$ cat src/rtl/cmdchk_pkg.sv
package cmdchk_pkg;

    localparam int ERR_W = 6;
    localparam int EVT_W = 6;
    localparam int IRQ_W = 2;

    localparam int ERR_BUSY   = 0;
    localparam int ERR_OVFL   = 1;
    localparam int ERR_UNFL   = 2;
    localparam int ERR_CMDBAD = 3;
    localparam int ERR_CSBAD  = 4;
    localparam int ERR_NOBYTE = 5;

    localparam int EV_RXFULL  = 0;
    localparam int EV_TXEMPTY = 1;
    localparam int EV_RXWM    = 2;
    localparam int EV_TXWM    = 3;
    localparam int EV_READY   = 4;
    localparam int EV_IDLE    = 5;

    localparam int IRQ_ERR = 0;
    localparam int IRQ_EVT = 1;

    typedef enum logic [1:0] {
        SPD_SINGLE = 2'd0,
        SPD_DUAL   = 2'd1,
        SPD_QUAD   = 2'd2,
        SPD_RSVD   = 2'd3
    } speed_e;

    typedef enum logic [1:0] {
        DIR_DUMMY = 2'd0,
        DIR_RX    = 2'd1,
        DIR_TX    = 2'd2,
        DIR_BOTH  = 2'd3
    } dir_e;

    typedef struct packed {
        logic rx_full;
        logic tx_empty;
        logic ready;
        logic active;
    } flag_hist_t;

    typedef struct packed {
        logic [ERR_W-1:0] err;
        logic [ERR_W-2:0] en;
    } err_regs_t;

endpackage

$ cat src/rtl/cmdchk_classify.sv
module cmdchk_classify
    import cmdchk_pkg::*;
#(
    parameter int NUM_CS = 4,
    parameter int CSID_W = 32,
    parameter int BE_W   = 4
) (
    input  logic              cmd_we_i,
    input  logic [1:0]        cmd_speed_i,
    input  logic [1:0]        cmd_dir_i,
    input  logic [CSID_W-1:0] cmd_csid_i,
    input  logic              ready_i,
    input  logic              tx_we_i,
    input  logic [BE_W-1:0]   tx_be_i,
    input  logic              tx_full_i,
    input  logic              rx_re_i,
    input  logic              rx_empty_i,
    output logic [ERR_W-1:0]  set_o,
    output logic              cmd_clean_o
);

    localparam logic [CSID_W:0] CS_LIMIT = (CSID_W+1)'(NUM_CS);

    speed_e speed;
    dir_e   dir;
    logic   bad_shape;
    logic   bad_csid;

    always_comb begin
        speed     = speed_e'(cmd_speed_i);
        dir       = dir_e'(cmd_dir_i);
        bad_shape = (speed == SPD_RSVD) || ((dir == DIR_BOTH) && (speed != SPD_SINGLE));
        bad_csid  = ({1'b0, cmd_csid_i} >= CS_LIMIT);

        set_o             = '0;
        set_o[ERR_BUSY]   = cmd_we_i && !ready_i;
        set_o[ERR_CMDBAD] = cmd_we_i && bad_shape;
        set_o[ERR_CSBAD]  = cmd_we_i && bad_csid;
        set_o[ERR_OVFL]   = tx_we_i && tx_full_i;
        set_o[ERR_UNFL]   = rx_re_i && rx_empty_i;
        set_o[ERR_NOBYTE] = tx_we_i && (tx_be_i == '0);

        cmd_clean_o = ready_i && !bad_shape && !bad_csid;
    end

endmodule

$ cat src/rtl/cmdchk_evt_detect.sv
module cmdchk_evt_detect
    import cmdchk_pkg::*;
#(
    parameter int DEPTH_W = 8,
    parameter int WM_W    = 8
) (
    input  logic               clk_i,
    input  logic               rst_ni,
    input  logic               rx_full_i,
    input  logic               tx_empty_i,
    input  logic               ready_i,
    input  logic               active_i,
    input  logic [DEPTH_W-1:0] rx_depth_i,
    input  logic [DEPTH_W-1:0] tx_depth_i,
    input  logic [WM_W-1:0]    rx_wm_i,
    input  logic [WM_W-1:0]    tx_wm_i,
    input  logic [EVT_W-1:0]   evt_en_i,
    output logic               evt_hit_o
);

    localparam int CMP_W = (DEPTH_W > WM_W) ? DEPTH_W : WM_W;
    localparam flag_hist_t HIST_RST = '{rx_full: 1'b0, tx_empty: 1'b1, ready: 1'b1, active: 1'b0};

    flag_hist_t hist_d, hist_q;
    logic [EVT_W-1:0] cond;

    always_comb begin
        hist_d.rx_full  = rx_full_i;
        hist_d.tx_empty = tx_empty_i;
        hist_d.ready    = ready_i;
        hist_d.active   = active_i;

        cond             = '0;
        cond[EV_RXFULL]  = rx_full_i && !hist_q.rx_full;
        cond[EV_TXEMPTY] = tx_empty_i && !hist_q.tx_empty;
        cond[EV_READY]   = ready_i && !hist_q.ready;
        cond[EV_IDLE]    = !active_i && hist_q.active;
        cond[EV_RXWM]    = CMP_W'(rx_depth_i) > CMP_W'(rx_wm_i);
        cond[EV_TXWM]    = CMP_W'(tx_depth_i) < CMP_W'(tx_wm_i);

        evt_hit_o = |(cond & evt_en_i);
    end

    always_ff @(posedge clk_i or negedge rst_ni) begin
        if (!rst_ni) hist_q <= HIST_RST;
        else         hist_q <= hist_d;
    end

    a_r8_rxfull_rise: assert property (@(posedge clk_i) disable iff (!rst_ni)
        (evt_en_i[EV_RXFULL] && rx_full_i && !$past(rx_full_i)) |-> evt_hit_o);
    a_r8_idle_fall: assert property (@(posedge clk_i) disable iff (!rst_ni)
        (evt_en_i[EV_IDLE] && !active_i && $past(active_i)) |-> evt_hit_o);
    a_r9_quiet_when_off: assert property (@(posedge clk_i) disable iff (!rst_ni)
        (evt_en_i == '0) |-> !evt_hit_o);

endmodule

$ cat src/rtl/cmdchk_intr_bank.sv
module cmdchk_intr_bank #(
    parameter int N = 2
) (
    input  logic         clk_i,
    input  logic         rst_ni,
    input  logic [N-1:0] src_i,
    input  logic [N-1:0] en_i,
    input  logic [N-1:0] clr_i,
    input  logic [N-1:0] test_i,
    output logic [N-1:0] state_o,
    output logic [N-1:0] irq_o
);

    logic [N-1:0] state_d, state_q;

    always_comb begin
        state_d = (state_q & ~clr_i) | src_i | test_i;
        irq_o   = state_q & en_i;
    end

    always_ff @(posedge clk_i or negedge rst_ni) begin
        if (!rst_ni) state_q <= '0;
        else         state_q <= state_d;
    end

    assign state_o = state_q;

    for (genvar i = 0; i < N; i++) begin : g_chk
        a_r10_test_forces: assert property (@(posedge clk_i) disable iff (!rst_ni)
            test_i[i] |=> state_o[i]);
        a_r10_clear_works: assert property (@(posedge clk_i) disable iff (!rst_ni)
            (clr_i[i] && !src_i[i] && !test_i[i]) |=> !state_o[i]);
        a_r10_gated: assert property (@(posedge clk_i) disable iff (!rst_ni)
            irq_o[i] |-> (en_i[i] && state_o[i]));
    end

endmodule

$ cat src/rtl/cmdchk_irq_ctrl.sv
module cmdchk_irq_ctrl
    import cmdchk_pkg::*;
#(
    parameter int NUM_CS  = 4,
    parameter int CSID_W  = 32,
    parameter int DEPTH_W = 8,
    parameter int WM_W    = 8,
    parameter int BE_W    = 4
) (
    input  logic               clk_i,
    input  logic               rst_ni,
    input  logic               cmd_we_i,
    input  logic [1:0]         cmd_speed_i,
    input  logic [1:0]         cmd_dir_i,
    input  logic [CSID_W-1:0]  cmd_csid_i,
    input  logic               ready_i,
    input  logic               active_i,
    input  logic               tx_full_i,
    input  logic               tx_empty_i,
    input  logic               rx_full_i,
    input  logic               rx_empty_i,
    input  logic [DEPTH_W-1:0] tx_depth_i,
    input  logic [DEPTH_W-1:0] rx_depth_i,
    input  logic [WM_W-1:0]    tx_wm_i,
    input  logic [WM_W-1:0]    rx_wm_i,
    input  logic               tx_we_i,
    input  logic [BE_W-1:0]    tx_be_i,
    input  logic               rx_re_i,
    input  logic               err_en_we_i,
    input  logic [4:0]         err_en_wdata_i,
    input  logic [5:0]         err_clr_i,
    input  logic [5:0]         evt_en_i,
    input  logic [1:0]         intr_en_i,
    input  logic [1:0]         intr_clr_i,
    input  logic [1:0]         intr_test_i,
    output logic [5:0]         err_status_o,
    output logic [4:0]         err_en_o,
    output logic [1:0]         intr_state_o,
    output logic               cmd_accept_o,
    output logic               irq_error_o,
    output logic               irq_event_o
);

    localparam err_regs_t REGS_RST = '{err: '0, en: '1};

    err_regs_t        regs_d, regs_q;
    logic [ERR_W-1:0] err_set;
    logic             cmd_clean;
    logic             evt_hit;
    logic             err_src;
    logic [IRQ_W-1:0] irq_src;
    logic [IRQ_W-1:0] irq_line;

    cmdchk_classify #(
        .NUM_CS (NUM_CS),
        .CSID_W (CSID_W),
        .BE_W   (BE_W)
    ) u_classify (
        .cmd_we_i    (cmd_we_i),
        .cmd_speed_i (cmd_speed_i),
        .cmd_dir_i   (cmd_dir_i),
        .cmd_csid_i  (cmd_csid_i),
        .ready_i     (ready_i),
        .tx_we_i     (tx_we_i),
        .tx_be_i     (tx_be_i),
        .tx_full_i   (tx_full_i),
        .rx_re_i     (rx_re_i),
        .rx_empty_i  (rx_empty_i),
        .set_o       (err_set),
        .cmd_clean_o (cmd_clean)
    );

    cmdchk_evt_detect #(
        .DEPTH_W (DEPTH_W),
        .WM_W    (WM_W)
    ) u_evt (
        .clk_i      (clk_i),
        .rst_ni     (rst_ni),
        .rx_full_i  (rx_full_i),
        .tx_empty_i (tx_empty_i),
        .ready_i    (ready_i),
        .active_i   (active_i),
        .rx_depth_i (rx_depth_i),
        .tx_depth_i (tx_depth_i),
        .rx_wm_i    (rx_wm_i),
        .tx_wm_i    (tx_wm_i),
        .evt_en_i   (evt_en_i),
        .evt_hit_o  (evt_hit)
    );

    always_comb begin
        regs_d     = regs_q;
        regs_d.err = (regs_q.err & ~err_clr_i) | err_set;
        if (err_en_we_i) regs_d.en = err_en_wdata_i;

        err_src          = |(regs_q.err & {1'b1, regs_q.en});
        irq_src          = '0;
        irq_src[IRQ_ERR] = err_src;
        irq_src[IRQ_EVT] = evt_hit;

        cmd_accept_o = cmd_we_i && cmd_clean && (regs_q.err == '0);
    end

    always_ff @(posedge clk_i or negedge rst_ni) begin
        if (!rst_ni) regs_q <= REGS_RST;
        else         regs_q <= regs_d;
    end

    cmdchk_intr_bank #(
        .N (IRQ_W)
    ) u_intr (
        .clk_i   (clk_i),
        .rst_ni  (rst_ni),
        .src_i   (irq_src),
        .en_i    (intr_en_i),
        .clr_i   (intr_clr_i),
        .test_i  (intr_test_i),
        .state_o (intr_state_o),
        .irq_o   (irq_line)
    );

    assign err_status_o = regs_q.err;
    assign err_en_o     = regs_q.en;
    assign irq_error_o  = irq_line[IRQ_ERR];
    assign irq_event_o  = irq_line[IRQ_EVT];

    a_r1_busy_sets: assert property (@(posedge clk_i) disable iff (!rst_ni)
        (cmd_we_i && !ready_i) |=> err_status_o[ERR_BUSY]);
    a_r2_bad_speed_sets: assert property (@(posedge clk_i) disable iff (!rst_ni)
        (cmd_we_i && cmd_speed_i == 2'd3) |=> err_status_o[ERR_CMDBAD]);
    a_r3_csid_range: assert property (@(posedge clk_i) disable iff (!rst_ni)
        (cmd_we_i && cmd_csid_i >= CSID_W'(NUM_CS)) |=> err_status_o[ERR_CSBAD]);
    a_r4_overflow_sets: assert property (@(posedge clk_i) disable iff (!rst_ni)
        (tx_we_i && tx_full_i) |=> err_status_o[ERR_OVFL]);
    a_r4_underflow_sets: assert property (@(posedge clk_i) disable iff (!rst_ni)
        (rx_re_i && rx_empty_i) |=> err_status_o[ERR_UNFL]);
    a_r5_nobyte_sets: assert property (@(posedge clk_i) disable iff (!rst_ni)
        (tx_we_i && tx_be_i == '0) |=> err_status_o[ERR_NOBYTE]);
    a_r6_sticky: assert property (@(posedge clk_i) disable iff (!rst_ni)
        (|(err_status_o & ~err_clr_i)) |=>
        ((err_status_o & $past(err_status_o & ~err_clr_i)) == $past(err_status_o & ~err_clr_i)));
    a_r11_accept_clean: assert property (@(posedge clk_i) disable iff (!rst_ni)
        cmd_accept_o |=> !err_status_o[ERR_BUSY] && !err_status_o[ERR_CMDBAD] && !err_status_o[ERR_CSBAD]);
    a_r11_pending_blocks: assert property (@(posedge clk_i) disable iff (!rst_ni)
        (err_status_o != '0) |-> !cmd_accept_o);

endmodule

$ cat config.mk
export PLATFORM = sky130hd
export DESIGN_NAME = cmdchk_irq_ctrl
export DESIGN_NICKNAME = d
export VERILOG_FILES = /design/src/rtl/cmdchk_pkg.sv /design/src/rtl/cmdchk_classify.sv /design/src/rtl/cmdchk_evt_detect.sv /design/src/rtl/cmdchk_intr_bank.sv /design/src/rtl/cmdchk_irq_ctrl.sv
export SDC_FILE = /design/constraint.sdc
export NUM_CORES = 1
export LEC_CHECK = 0
export BUFFER_PORTS_ARGS = -buffer_cell sky130_fd_sc_hd__buf_2
export CAP_MARGIN = 20
export CORE_MARGIN = 2
export CORE_UTILIZATION = 37
export CTS_CLUSTER_DIAMETER = 30
export DETAILED_ROUTE_END_ITERATION = 10
export GPL_TIMING_DRIVEN = 0
export PLACE_DENSITY = 0.81
export SLEW_MARGIN = 40
export SYNTH_ARGS = -nofsm -noshare
export SYNTH_HDL_FRONTEND = slang
export SYNTH_SLANG_ARGS = --single-unit
$ cat constraint.sdc
create_clock -name clk_i -period 2 [get_ports clk_i]
set_clock_uncertainty 0.05 [all_clocks]
set_input_delay 0.3 -clock clk_i [delete_from_list [all_inputs] [get_ports clk_i]]
set_output_delay 0.3 -clock clk_i [all_outputs]
set_load 0.005 [all_outputs]
==> results.md, run 1 <==
* Critical Setup Path Class: reg2out
* Fin. Hold Viols at 0
* Remaining DRCs at 0
* Detailed Route Iter0 Violations at 29
* HPWL Detailed at 2980 um
* CTS Buf Count at 3
* Setup bufs post-CTS at 0
* Non-filler instance count after layout at 281
* Full die area at 0.00353 sq mm
* Avg Cell Area, Syn at 9.25 sq um
* Largest area contributor in the synthesized netlist: dfrtp_1
* Pre-antenna DRT Iters at 4
* Startpoint types: flop
* Hold path cells at 1
* Fin util at 0.614
* Input/output buffers at 120
* Hold slack at 0.0624 ns
* Ranking of synthesized cells by area: dfrtp_1 22%, ha_1 17%, dfstp_2 16%
* Seq/Total Area, Yosys at 0.382
* Die height at 59.4 um
* Flops & latches, synth at 17
* # IOs at 123
* Vias per Instance at 5.00
* Max FO, Critical Path at 4
* Max_cap viols at 0
* Cell Pwr Density at 453 mW/mm^2
* Nets@finish at 371
* Number of clock sinks at 17
* Least-Margin Pin Slew at 0.440 ns
* # diodes at 0
* Fin. max-slew vios at 0
* Cell Rows at 20
* Post-synthesis cell count at 123
* CTS Buffer Depth at 2
* Antenna violations before repair at 0
* Hold Path Class: in2reg
* Outcome: finished clean
* Maximum clock rate at 526 MHz
* CTS tree: built
* Pin count of the biggest net entering global routing at 18
* Final ANT Viol Nets at 0
* Vias in the first global route at 1,284
* Area of the core at 0.00298 sq mm
* Die Span X at 59.4 um
* Final worst-path cycle share at 0.950
* Final TNS setup at 0 ns
* RSZ-0062 raised after global routing: no
* Fillcell total at 281
* Layout cells sized above 1 at 0.556
* Synthesized netlist net count at 245
* Latest clock arrival within the worst-skew pair at 0.29 ns
* Mapped cell area at 0.00114 sq mm
* Area of the multi-input gates at 629 sq um
* Ys Warns at 0
* Synth top area share at 0.220
* Distinct cells, synth at 24
* Req. time, crit path at 1.65 ns
* Routed via count at 1,404
* LEAKAGE at 1.02 nW
* Drt wl/cell at 11.8 um
* Max_slew headroom at 0.699
* FF/Latch Area at 434 sq um
* CTS root buf: clkbuf_4
* Crit path time final at 1.90 ns
* First-pass GRT wire length at 4940 um
* Setup violators final at 0
* Gpl congestion at 0.761
* Worst Path Arrival at 1.55 ns
* Total design power at 829 uW
* Maximum vdd drop at 0.428 mV
* Register-to-Register Path Depth at 4
* Global Route Usage Sum at 0.184
* Reg clk slew, reported paths at 0.10 ns
* Htree depth at 1
* Gr ovfl total at 0
* Dpl cells at 276
* Total detailed-routing wirelength at 3320 um
* CP endpoint kind: primary output
* Initial core utilization at 0.382
* Area Overhead vs Synth at 60.8%
## metrics by stage
| step | setup WS [ns] | instance area [sq um] |
|---|---|---|
| after floorplan | 0.276 | 1140 |
| after global placement | 0.115 | 1780 |
| after global routing | 0.0550 | 1830 |
| final | 0.0997 | 1830 |
| after CTS | 0.0235 | 1820 |
| after detailed placement | 0.0848 | 1780 |
## cells by family (layout without fill, tap and decap cells)
kind of cell | count (synthesis) | after routing | synth area share
flip-flops | 17 | 17 | 0.382
adder cells (fa/ha/maj) | 15 | 15 | 0.165
AO/OA/AOI/OAI | 26 | 26 | 0.143
multiplexers | 5 | 5 | 0.0495
buffers and inverters | 23 | 148 | 0.0759
AND/OR/NAND/NOR | 37 | 37 | 0.185
## registers in the layout, indices dropped and copies added (netlist names)
register	cells
err_status_o	6
u_intr.state_o	2
u_evt.hist_q	4
err_en_o	5
## repair_timing
action / in CTS / in global routing
cloned: 0 / 0
resized for setup: 1 / 1
hold buffers: 1 / 0
endpoints found under the hold margin: 10 / 0
setup endpoints to repair: 1 / 1
## worst max-delay path, stage by stage (launching register included)
cell	delay [ns]
dfrtp_1	0.44
nor4_2	0.33
nand4_1	0.15
nor4_2	0.18
buf_2	0.16
## Yosys cell counts (all sizes together)
cell type,number
mux2,5
a2111oi,1
and2,2
nor4,10
inv,23
o22ai,1
nand2,7
nor2,4
dfrtp,10
nand3b,2
or4b,1
o21ai,8
nand3,2
ha,15
a31oi,1
o2111ai,3
nor2b,3
dfstp,7
a211oi,3
nand4,5
or3b,1
o211ai,1
a222oi,1
a21oi,7
## worst paths after layout
path                       slack [ns]                       from                           to
min in group asynchronous        0.39                     rst_ni    err_status_o[2]$_DFF_PN0_
max in group asynchronous        1.20                     rst_ni      err_en_o[0]$_DFFE_PN1P_
hold reg to reg                  0.52  u_evt.hist_q[3]$_DFF_PN0_  u_intr.state_o[1]$_DFF_PN0_
setup / recovery                  0.1  err_status_o[5]$_DFF_PN0_                 cmd_accept_o
hold / removal                   0.06                 tx_empty_i    u_evt.hist_q[2]$_DFF_PN1_
setup reg to reg                 0.55  u_evt.hist_q[1]$_DFF_PN1_  u_intr.state_o[1]$_DFF_PN0_
## area by class of cell
class / instances / area share
Clock buffer: 3 / 0.0123
Multi-Input combinational cell: 83 / 0.344
Tap cell: 33 / 0.0226
Sequential cell: 17 / 0.237
Clock inverter: 1 / 0.00274
Inverter: 23 / 0.0472
Timing Repair Buffer: 121 / 0.334
## routing by layer
metal / track usage / wire, um / part of all wire / vias to the layer above
met5: 0 / 0 / 0 / -
met4: 0.0487 / 25 / 0.0075 / 0
li1: - / - / - / 700
met1: 0.183 / 1180 / 0.35 / 628
met3: 0.0240 / 308 / 0.093 / 2
met2: 0.385 / 1810 / 0.54 / 74
## placed cells by master, fill, tap and decap left out, types with 2 or more instances in the layout
master,synthesis,final
nand4_1,5,5
dfrtp_1,10,10
nand3_1,2,2
a21oi_1,7,7
buf_2,0,120
nor2b_1,3,3
nand3b_1,2,2
and2_1,2,2
nor2_1,4,4
nor4_1,10,8
inv_1,23,23
nor4_2,0,2
ha_1,15,15
o2111ai_1,3,3
clkbuf_4,0,3
dfstp_2,7,7
mux2_2,5,5
o21ai_0,8,8
nand2_1,7,7
a211oi_1,3,3
## power breakdown
group | switching (mW) | internal (mW) | leakage (nW)
Clock | 0.106 | 0.0743 | 0.0177
Combinational | 0.101 | 0.145 | 0.816
Sequential | 0.0224 | 0.379 | 0.189
(Power assumes the default switching activity.)
==> run 2, diff against run 1 <==
- CTS_CLUSTER_DIAMETER: 30 -> default
- PLACE_DENSITY: 0.81 -> 0.89
==> run 2 against run 1 <==
  * Clock power down 2%
  * Worst setup slack better by 0.012 ns
  * Core utilization up 0.50 points
  * Maximum frequency up 0.64%
  * Wire length down 5.9%
  * Highest routed layer unchanged
==> results.md, run 2 (synthesized netlist as in run 1, its figures left out) <==
* Setup violators final at 0 (unchanged)
* Final worst setup slack at 0.112 ns (+0.0121 ns)
* Most common cell after layout, fill and taps aside: buf_2
* First-pass GRT wire length at 4860 um (-1.7%)
* Die Span X at 59.4 um (unchanged)
* Crit path time final at 1.89 ns (-0.0121 ns)
* HPWL Detailed at 2770 um (-7.0%)
* CP max stage delay at 0.40 ns (-0.04 ns)
* Total design power at 827 uW (-0.18%)
* Remaining DRCs at 0 (unchanged)
* Max FFs per register at 6 (unchanged)
* CP endpoint kind: primary output
* Reg2reg setup slack at 0.59 ns (+0.04 ns)
* Global Route Usage Sum at 0.180 (-0.00417)
* Crit path cell chain: nor4_2 -> nand4_1 -> nor4_2 -> buf_2
* CTS Buffer Depth at 2 (unchanged)
* Cell Rows at 20 (unchanged)
* Hold slack at 0.0737 ns (+0.0113 ns)
* Register-to-Register Path Depth at 4 (unchanged)
* Vias in the first global route at 1,253 (-2.4%)
* Nets@finish at 373 (+0.54%)
* Commonest non-fill, non-tap cells in the layout: 120 x buf_2, 23 x inv_1, 15 x ha_1
* Max_cap viols at 0 (unchanged)
* Post-route cell area at 0.00184 sq mm (+0.82%)
* Full die area at 0.00353 sq mm (unchanged)
* Final worst-path cycle share at 0.944 (-0.00605)
* RSZ-0062 raised after global routing: yes
* Gr ovfl total at 0 (unchanged)
* Worst reg2reg startpoint: u_evt.hist_q[1]$_DFF_PN1_
* Reg clk slew, reported paths at 0.10 ns (about the same)
* Slowest CP cell: dfrtp_1
* Detailed Route Iter0 Violations at 19 (-34%)
* CP delay by family, top: simple AND/OR/NAND/NOR gates
* Setup WS pre-CTS at 0.0791 ns (-0.00569 ns)
* Area of the core at 0.00298 sq mm (unchanged)
* Drt wl/cell at 11.0 um (-6.6%)
* Critical Setup Path Class: reg2out
* Area Overhead vs Synth at 62.2%
* Input/output buffers at 120 (unchanged)
* Latest clock arrival within the worst-skew pair at 0.29 ns (about the same)
* Die height at 59.4 um (unchanged)
* Vias per Instance at 4.92 (-1.6%)
* Startpoint types: flop
* Final ANT Viol Nets at 0 (unchanged)
* Routed via count at 1,391 (-0.93%)
* Number of clock sinks at 17 (unchanged)
* Post-DP Area at 0.00178 sq mm (unchanged)
* Initial core utilization at 0.382 (unchanged)
* Antenna violations before repair at 0 (unchanged)
* Htree depth at 1 (unchanged)
* Maximum vdd drop at 0.428 mV (about the same)
* Worst Path Arrival at 1.54 ns (about the same)
* Total detailed-routing wirelength at 3120 um (-5.9%)
* LEAKAGE at 1.03 nW (+1.0%)
* CTS Buf Count at 3 (unchanged)
* Least-Margin Pin Slew at 0.446 ns (+0.00602 ns)
* Maximum clock rate at 530 MHz (+0.64%)
* Hold Crit Endpoint: u_evt.hist_q[2]$_DFF_PN1_
* Hold path cells at 1 (unchanged)
* Fin. Hold Viols at 0 (unchanged)
* Layout cells sized above 1 at 0.560 (+0.00355)
* CTS root buf: clkbuf_4
* CP Buf/Inv Count at 1 (unchanged)
* Fin. max-slew vios at 0 (unchanged)
* Hold Path Class: in2reg
* Req. time, crit path at 1.65 ns (about the same)
* Outcome: finished clean
* CTS tree: built
* Final TNS setup at 0 ns (unchanged)
* # diodes at 0 (unchanged)
* Reg-to-Reg End: u_intr.state_o[1]$_DFF_PN0_
* # IOs at 123 (unchanged)
* Max FO, Critical Path at 2 (-2)
* Max_slew headroom at 0.695 (-0.00411)
* Most used cell, CP: nor4_2
* Pin count of the biggest net entering global routing at 18 (unchanged)
* Hold_sp: tx_empty_i
* Pre-antenna DRT Iters at 4 (unchanged)
* Gpl congestion at 0.755 (-0.78%)
* Cell Pwr Density at 448 mW/mm^2 (-0.99%)
run 2: worst max path at each step:
stage / startpoint / end / slack, ns / cells past startpoint
after floorplan: tx_wm_i[1] / u_intr.state_o[1]$_DFF_PN0_ / 0.28 / 7
after detailed placement: tx_depth_i[1] / u_intr.state_o[1]$_DFF_PN0_ / 0.08 / 7
after CTS: err_status_o[5]$_DFF_PN0_ / cmd_accept_o / 0.05 / 4
after global routing: err_status_o[1]$_DFF_PN0_ / cmd_accept_o / -0.03 / 4
after global placement: tx_depth_i[1] / u_intr.state_o[1]$_DFF_PN0_ / 0.09 / 7
final: err_status_o[5]$_DFF_PN0_ / cmd_accept_o / 0.11 / 4
run 2: timing repair:
action                                  CTS  global route
hold endpoints to repair                 10             0
buffers inserted                          0             2
resized for setup                         0             2
hold buffers                              1             0
endpoints found under the setup margin    0             1
run 2: worst register-to-register path: cells and delay by family (launching register included):
kind	cells	cell delay, ns
AO/OA/AOI/OAI	3	0.62
flip-flops	1	0.52
AND/OR/NAND/NOR	1	0.08
run 2: final cells by class:
class                   count  area (sq um)
clock inverters             1          5.00
flip-flops and latches     17           434
inverters                  23          86.3
repair buffers            123           626
fillers                   252          1130
multi-input cells          83           629
well taps                  33          41.3
clock buffers               3          22.5
run 2: report_power, final:
group	leakage, nW	switching, mW	internal, mW
Clock	0.0177	0.102	0.0743
Combinational	0.827	0.102	0.148
Sequential	0.189	0.0210	0.379
run 2: metrics by stage:
stage,util,cells
floorplan,-,123
global placement,0.597,276
detailed placement,0.597,276
CTS,0.610,281
global route,0.619,283
finish,0.619,283
run 2: routing by layer:
layer  part of all wire  GRT usage
met5                  0          0
met4             0.0022     0.0390
met3              0.083     0.0677
met2               0.54      0.350
met1               0.38      0.177
